## src/rtl/bkw_pkg.sv

```systemverilog
package bkw_pkg;
  typedef enum logic [1:0] {
    MODE_SINGLE  = 2'd0,
    MODE_INSIDE  = 2'd1,
    MODE_OUTSIDE = 2'd2,
    MODE_SINGLE2 = 2'd3
  } pair_mode_e;
endpackage

```

## src/rtl/bkw_cmp.sv

```systemverilog
module bkw_cmp #(
  parameter int AW       = 23,
  parameter int DW       = 16,
  parameter bit HAS_DATA = 1'b1
) (
  input  logic          cpu_vld,
  input  logic [AW-1:0] cpu_addr,
  input  logic [DW-1:0] cpu_data,
  input  logic          cpu_wr,
  input  logic          cop_vld,
  input  logic [AW-1:0] cop_addr,
  input  logic [DW-1:0] cop_data,
  input  logic          cop_wr,
  input  logic          en,
  input  logic          bus,
  input  logic          rwq,
  input  logic          rwv,
  input  logic [AW-1:0] ref_addr,
  input  logic [DW-1:0] ref_data,
  input  logic [DW-1:0] ref_mask,
  output logic          acc,
  output logic [AW-1:0] sel_addr,
  output logic          eq_hit
);
  logic          sel_vld;
  logic          sel_wr;
  logic [DW-1:0] sel_data;
  logic          data_ok;

  // pick the watched bus
  always_comb begin
    if (bus) begin
      sel_vld  = cop_vld;
      sel_addr = cop_addr;
      sel_data = cop_data;
      sel_wr   = cop_wr;
    end else begin
      sel_vld  = cpu_vld;
      sel_addr = cpu_addr;
      sel_data = cpu_data;
      sel_wr   = cpu_wr;
    end
  end

  assign acc = sel_vld & en & (~rwq | (sel_wr == rwv));

  generate
    if (HAS_DATA) begin : g_data
      assign data_ok = ((sel_data ^ ref_data) & ref_mask) == '0;
    end else begin : g_nodata
      logic unused_data;
      assign unused_data = ^{sel_data, ref_data, ref_mask};
      assign data_ok     = 1'b1;
    end
  endgenerate

  assign eq_hit = acc & (sel_addr == ref_addr) & data_ok;
endmodule

```

## src/rtl/bkw_pair.sv

```systemverilog
module bkw_pair
  import bkw_pkg::*;
#(
  parameter int AW = 23,
  parameter int DW = 16
) (
  input  logic          cpu_vld,
  input  logic [AW-1:0] cpu_addr,
  input  logic [DW-1:0] cpu_data,
  input  logic          cpu_wr,
  input  logic          cop_vld,
  input  logic [AW-1:0] cop_addr,
  input  logic [DW-1:0] cop_data,
  input  logic          cop_wr,
  input  logic [1:0]    en,
  input  logic [1:0]    bus,
  input  logic [1:0]    rwq,
  input  logic [1:0]    rwv,
  input  logic [AW-1:0] ref_lo,
  input  logic [AW-1:0] ref_hi,
  input  logic [DW-1:0] ref_data,
  input  logic [DW-1:0] ref_mask,
  input  pair_mode_e    mode,
  output logic [1:0]    hit,
  output logic [2*AW-1:0] hit_addr
);
  logic          lo_acc, lo_eq, hi_eq, unused_hi_acc;
  logic [AW-1:0] lo_addr, hi_addr;

  bkw_cmp #(.AW(AW), .DW(DW), .HAS_DATA(1'b1)) u_lo (
    .cpu_vld(cpu_vld), .cpu_addr(cpu_addr), .cpu_data(cpu_data), .cpu_wr(cpu_wr),
    .cop_vld(cop_vld), .cop_addr(cop_addr), .cop_data(cop_data), .cop_wr(cop_wr),
    .en(en[0]), .bus(bus[0]), .rwq(rwq[0]), .rwv(rwv[0]),
    .ref_addr(ref_lo), .ref_data(ref_data), .ref_mask(ref_mask),
    .acc(lo_acc), .sel_addr(lo_addr), .eq_hit(lo_eq)
  );

  bkw_cmp #(.AW(AW), .DW(DW), .HAS_DATA(1'b0)) u_hi (
    .cpu_vld(cpu_vld), .cpu_addr(cpu_addr), .cpu_data(cpu_data), .cpu_wr(cpu_wr),
    .cop_vld(cop_vld), .cop_addr(cop_addr), .cop_data(cop_data), .cop_wr(cop_wr),
    .en(en[1]), .bus(bus[1]), .rwq(rwq[1]), .rwv(rwv[1]),
    .ref_addr(ref_hi), .ref_data('0), .ref_mask('0),
    .acc(unused_hi_acc), .sel_addr(hi_addr), .eq_hit(hi_eq)
  );

  // range modes use the low comparator's bus and qualifiers
  always_comb begin
    unique case (mode)
      MODE_INSIDE:  hit = {1'b0, lo_acc & (lo_addr >= ref_lo) & (lo_addr <= ref_hi)};
      MODE_OUTSIDE: hit = {1'b0, lo_acc & ((lo_addr < ref_lo) | (lo_addr > ref_hi))};
      default:      hit = {hi_eq, lo_eq};
    endcase
  end

  assign hit_addr = {hi_addr, lo_addr};
endmodule

```

## src/rtl/bkw_tag.sv

```systemverilog
module bkw_tag #(
  parameter int NCMP = 4,
  parameter int AW   = 23
) (
  input  logic            clk,
  input  logic            rst_n,
  input  logic [NCMP-1:0] arm,
  input  logic [NCMP*AW-1:0] arm_addr,
  input  logic            exec_vld,
  input  logic [AW-1:0]   exec_addr,
  input  logic            flush,
  output logic [NCMP-1:0] fire
);
  logic [NCMP-1:0] pend;
  logic [NCMP-1:0] fire_n;
  logic [AW-1:0]   paddr [NCMP];

  generate
    for (genvar i = 0; i < NCMP; i++) begin : g_slot
      assign fire_n[i] = exec_vld & ~flush & pend[i] & (paddr[i] == exec_addr);

      always_ff @(posedge clk or negedge rst_n) begin
        if (!rst_n) begin
          pend[i]  <= 1'b0;
          paddr[i] <= '0;
        end else if (arm[i]) begin
          pend[i]  <= 1'b1;
          paddr[i] <= arm_addr[i*AW +: AW];
        end else if (flush || fire_n[i]) begin
          pend[i]  <= 1'b0;
        end
      end
    end
  endgenerate

  always_ff @(posedge clk or negedge rst_n) begin
    if (!rst_n) fire <= '0;
    else        fire <= fire_n;
  end

  // a flush with no new capture leaves nothing pending
  p_flush_clears_r11: assert property (@(posedge clk) disable iff (!rst_n)
    (flush && arm == '0) |=> (pend == '0));

  // a tag request only follows an execute report
  p_fire_needs_exec_r10: assert property (@(posedge clk) disable iff (!rst_n)
    (fire != '0) |-> ($past(exec_vld) && !$past(flush)));

  // a slot that fires was pending beforehand
  p_fire_from_pending_r10: assert property (@(posedge clk) disable iff (!rst_n)
    (fire & ~$past(pend)) == '0);
endmodule

```

## src/rtl/bkpt_watch_unit.sv

```systemverilog
module bkpt_watch_unit
  import bkw_pkg::*;
#(
  parameter int AW    = 23,
  parameter int DW    = 16,
  parameter int NPAIR = 2,
  localparam int NCMP = 2 * NPAIR
) (
  input  logic                clk,
  input  logic                rst_n,
  input  logic                cpu_vld,
  input  logic [AW-1:0]       cpu_addr,
  input  logic [DW-1:0]       cpu_data,
  input  logic                cpu_wr,
  input  logic                cop_vld,
  input  logic [AW-1:0]       cop_addr,
  input  logic [DW-1:0]       cop_data,
  input  logic                cop_wr,
  input  logic [NCMP-1:0]     cfg_en,
  input  logic [NCMP-1:0]     cfg_bus,
  input  logic [NCMP-1:0]     cfg_rwq,
  input  logic [NCMP-1:0]     cfg_rwv,
  input  logic [NCMP-1:0]     cfg_kind,
  input  logic [NCMP*AW-1:0]  cfg_addr,
  input  logic [NPAIR*DW-1:0] cfg_data,
  input  logic [NPAIR*DW-1:0] cfg_mask,
  input  logic [2*NPAIR-1:0]  cfg_mode,
  input  logic                exec_vld,
  input  logic [AW-1:0]       exec_addr,
  input  logic                flush,
  output logic [NCMP-1:0]     force_hit,
  output logic [NCMP-1:0]     tag_hit,
  output logic                bkpt_req
);
  logic [NCMP-1:0]    hit;
  logic [NCMP*AW-1:0] hit_addr;

  generate
    for (genvar p = 0; p < NPAIR; p++) begin : g_pair
      bkw_pair #(.AW(AW), .DW(DW)) u_pair (
        .cpu_vld(cpu_vld), .cpu_addr(cpu_addr), .cpu_data(cpu_data), .cpu_wr(cpu_wr),
        .cop_vld(cop_vld), .cop_addr(cop_addr), .cop_data(cop_data), .cop_wr(cop_wr),
        .en(cfg_en[2*p +: 2]), .bus(cfg_bus[2*p +: 2]),
        .rwq(cfg_rwq[2*p +: 2]), .rwv(cfg_rwv[2*p +: 2]),
        .ref_lo(cfg_addr[(2*p)*AW +: AW]), .ref_hi(cfg_addr[(2*p+1)*AW +: AW]),
        .ref_data(cfg_data[p*DW +: DW]), .ref_mask(cfg_mask[p*DW +: DW]),
        .mode(pair_mode_e'(cfg_mode[2*p +: 2])),
        .hit(hit[2*p +: 2]), .hit_addr(hit_addr[2*p*AW +: 2*AW])
      );

      // the high comparator stays silent in the range modes
      p_range_hi_silent_r7: assert property (@(posedge clk) disable iff (!rst_n)
        ($past(cfg_mode[2*p +: 2]) == 2'd1 || $past(cfg_mode[2*p +: 2]) == 2'd2)
          |-> !force_hit[2*p+1]);

      // a disabled comparator in single-match mode never forces
      p_disabled_quiet_r5: assert property (@(posedge clk) disable iff (!rst_n)
        ($past(!cfg_en[2*p]) && ($past(cfg_mode[2*p +: 2]) == 2'd0 ||
                                 $past(cfg_mode[2*p +: 2]) == 2'd3))
          |-> !force_hit[2*p]);
    end
  endgenerate

  always_ff @(posedge clk or negedge rst_n) begin
    if (!rst_n) force_hit <= '0;
    else        force_hit <= hit & cfg_kind;
  end

  bkw_tag #(.NCMP(NCMP), .AW(AW)) u_tag (
    .clk(clk), .rst_n(rst_n),
    .arm(hit & ~cfg_kind), .arm_addr(hit_addr),
    .exec_vld(exec_vld), .exec_addr(exec_addr), .flush(flush),
    .fire(tag_hit)
  );

  assign bkpt_req = (|force_hit) | (|tag_hit);

  // a force request always follows a bus access
  p_force_after_access_r9: assert property (@(posedge clk) disable iff (!rst_n)
    (force_hit != '0) |-> ($past(cpu_vld) || $past(cop_vld)));

  // force requests only on comparators set to force type
  p_force_kind_r9: assert property (@(posedge clk) disable iff (!rst_n)
    (force_hit & ~$past(cfg_kind)) == '0);
endmodule

```

## config.mk

```make
export PLATFORM = sky130hd
export DESIGN_NAME = bkpt_watch_unit
export DESIGN_NICKNAME = d
export VERILOG_FILES = /design/src/rtl/bkw_pkg.sv /design/src/rtl/bkw_cmp.sv /design/src/rtl/bkw_pair.sv /design/src/rtl/bkw_tag.sv /design/src/rtl/bkpt_watch_unit.sv
export SDC_FILE = /design/constraint.sdc
export NUM_CORES = 1
export LEC_CHECK = 0
export BUFFER_PORTS_ARGS = -buffer_cell sky130_fd_sc_hd__buf_2
export CAP_MARGIN = 20
export CORE_AREA = 8 8 206 208
export DETAILED_ROUTE_END_ITERATION = 8
export DIE_AREA = 0 0 214 216
export PLACE_DENSITY = 0.43
export SYNTH_ARGS = -nofsm -noshare
export SYNTH_HDL_FRONTEND = slang
export SYNTH_SLANG_ARGS = --single-unit
```

## constraint.sdc

```tcl
create_clock -name clk -period 2.61 [get_ports clk]
set_input_delay 0.522 -clock clk [delete_from_list [all_inputs] [get_ports clk]]
set_output_delay 0.522 -clock clk [all_outputs]
set_load 0.03 [all_outputs]
```

==> metrics <==
Hold Fails Final Rpt=0; GRT Resource Usage Total=0.199; Crit path max-delay family=buffers and inverters; post-synthesis cell count=1,022; final wirelength=48.1 mm; Yosys cell types=60; Worst VDD drop=0.293 mV; multiplexer area fraction after synthesis=0.238; CTS buffer count=9; Req. time, crit path=2870 ps; area growth from synthesis to layout=57.1%; met1 WL=21.7 mm; die height=216 um; IO Port Bufs=297; final setup fails=50; Compound-Gate Fraction of Synth Area=0.0718; worst-path cell chain=buf_12, buf_12, buf_6, mux2_4, ha_4, nand4_1, nor4_2, buf_4, o31ai_4, nand4_1, buf_4, a22oi_2, and4bb_2, o21bai_4, buf_6, buf_16, mux2_4; DR vias/cell=4.67; failing checks=setup timing; Max-slew headroom=0.600; Post-Synth Simple-Gate Area=0.0874; r2r setup slk=620 ps; Tightest Pin Transition=600 ps; Ports=298; Peak Freq=0.282 GHz; unrepaired setup endpoints after global routing=yes; Worst Hold Class=in2async; Iteration-0 DRC Markers=477; flops & latches, synth=104; H-tree depth=3; post-placement cell area=14,000 um2; largest cells by area after synthesis=dfrtp_1, mux2i_1, ha_1; Syn Nets=1,407; worst setup path category=in2reg; final period utilization=1.36; Worst setup SP type=primary input; Power Density=388 nW/um2; most frequent cells in the layout=buf_2, buf_4, inv_1, mux2i_1, dfrtp_1; Final Slew Violations=0; Synth Warn #=0; Final nets=1,929; sequential share of the synthesized area=0.259; largest family of logic cells by synthesized area=multiplexers; xor-xnor portion of the synthesized cell area=0.151; crit-path max FO=7; Hold Slack=154 ps; Max Buffers Root-to-Sink=2; post-route minimum period=3550 ps; initial core utilization=0.257; CP max stage delay=370 ps; Die Area=46,200 um2; ys async rst share=1.00; vias=9,687; EDFF count, synth=0; # DRC=0; arrival time at the worst endpoint=3810 ps; HPWL Detailed=39.9 mm; Main synth FF type=dfrtp_1; Final ANT Viol Nets=0; largest net degree at the start of global routing=47; post-synthesis adder-cell area fraction=0.119; Max Cap Viol=0; cell area after synthesis=10,100 um2; share of layout cells above drive strength 1=0.482; CTS tree=built; Clock transition at path regs=80 ps; Crit path buffers/inverters=7; clk root buf=clkbuf_16; post-route cell area=15,800 um2; skew final=12.4 ps; Rows=73; Post-CTS Hold Buffers=0; CP endpoint kind=flop; Yosys top cell area share=0.259; TritonRoute pass-1 iters=4; Crit-path slowest cell=nor4_2; global route overflow=0; vias in the first global route=10,646; commonest non-fill, non-tap cell in the layout=buf_2; Core Box Area=39,200 um2; Synth area leader=dfrtp_1; met2 WL=22.5 mm; top sig layer=met5; initial antenna violation count=10; CTS sink count=104; Fillers=3,960; worst setup margin=-941 ps; placer's final routability congestion estimate=0.858; first-pass GRT wire length=68.6 mm; routed length per instance=23.2 um; Met3 Wirelength=2.74 mm; cell leakage power=0.00782 uW; Syn Area/Cell=9.85 um2; Die W=214 um; clk_lat worst skew=370 ps; status=finished with violations
-- report_power, final --
part / leakage [uW] / switching [uW] / internal, uW
Combinational: 0.00651 / 1270 / 1450
Clock: 0.000141 / 734 / 670
Sequential: 0.00117 / 177 / 1840
Total: 0.00782 / 2180 / 3960
-- worst register-to-register path: stages, from the launching register on --
cell and delay, ps:
dfrtp_1 400, xor2_1 160, nor4_1 510, nand4_1 200, nor4_1 470, o32ai_4 120
-- synth_stat cells (5+ instances only) --
cell	instances
mux2_2	52
nor2_1	12
xor2_1	69
mux2_1	18
a22oi_1	16
mux2i_1	131
a21oi_1	42
nor4_1	32
o21ai_0	15
dfrtp_1	104
inv_1	142
a21o_1	10
buf_2	7
xnor2_1	105
mux2_4	20
ha_1	96
nand4_1	42
nand3_1	10
nor3_1	5
buf_4	11
nand2_1	19
-- final timing paths --
kind,start,to,cells past startpoint
setup / recovery,cfg_bus[0],u_tag.paddr[77]$_DFFE_PN0P_,17
hold / removal,rst_n,u_tag.paddr[41]$_DFFE_PN0P_,1
setup reg to reg,u_tag.paddr[42]$_DFFE_PN0P_,u_tag.pend[2]$_DFFE_PN0P_,5
hold reg to reg,u_tag.paddr[87]$_DFFE_PN0P_,u_tag.paddr[87]$_DFFE_PN0P_,1
max in group asynchronous,rst_n,u_tag.pend[3]$_DFFE_PN0P_,2
min in group clk,cfg_kind[0],force_hit[0]$_DFF_PN0_,2
-- layout make-up --
| class | instances | area, um2 | share of cell area |
|---|---|---|---|
| Multi-Input combinational cell | 750 | 7850 | 0.496 |
| Timing Repair Buffer | 537 | 3880 | 0.245 |
| Sequential cell | 104 | 2600 | 0.165 |
| Tap cell | 525 | 657 | 0.0415 |
| Inverter | 142 | 533 | 0.0337 |
| Clock buffer | 9 | 225 | 0.0142 |
| Clock inverter | 7 | 66.3 | 0.00419 |
| Antenna cell | 1 | 2.50 | 0.000158 |
-- timing repair --
item	4_1_cts	5_1_grt
buffers inserted	26	14
gates resized for setup	121	92
pin swaps	37	40
setup endpoints to repair	98	97
cloned	8	4
-- per-stage QoR --
| step | setup WS [ps] | cells | power (uW) | setup TNS, ps | utilization |
|---|---|---|---|---|---|
| 2_1_floorplan | -902 | 1022 | 3310 | -42010 | - |
| 3_3_place_gp | -1580 | 2017 | 4410 | -98540 | 0.357 |
| 3_5_place_dp | -1580 | 2017 | 4440 | -100590 | 0.357 |
| 4_1_cts | -966 | 2064 | 6030 | -34900 | 0.390 |
| 5_1_grt | -1010 | 2074 | 6460 | -40340 | 0.404 |
| 6_report | -941 | 2075 | 6140 | -36080 | 0.404 |
-- registers in the layout, summed over array words and instances, names as in the netlist --
signal and flops:
force_hit 4, u_tag.fire 4, u_tag.pend 4, u_tag.paddr 92
-- logic make-up (layout without fill, tap and decap cells) --
| logic type | Yosys count | count (layout) |
|---|---|---|
| AND/OR/NAND/NOR | 148 | 148 |
| flip-flops | 104 | 104 |
| adder cells (fa/ha/maj) | 96 | 96 |
| multiplexers | 221 | 221 |
| XOR/XNOR | 174 | 174 |
| other | 0 | 1 |
| AO/OA/AOI/OAI | 111 | 111 |
| buffers and inverters | 168 | 695 |
-- per-layer routing --
layer	track usage	up-vias
met5	0	-
met4	0.0451	18
met3	0.0462	65
met2	0.340	332
met1	0.252	4625
li1	-	4647
Power figures use the tool's default switching activity.
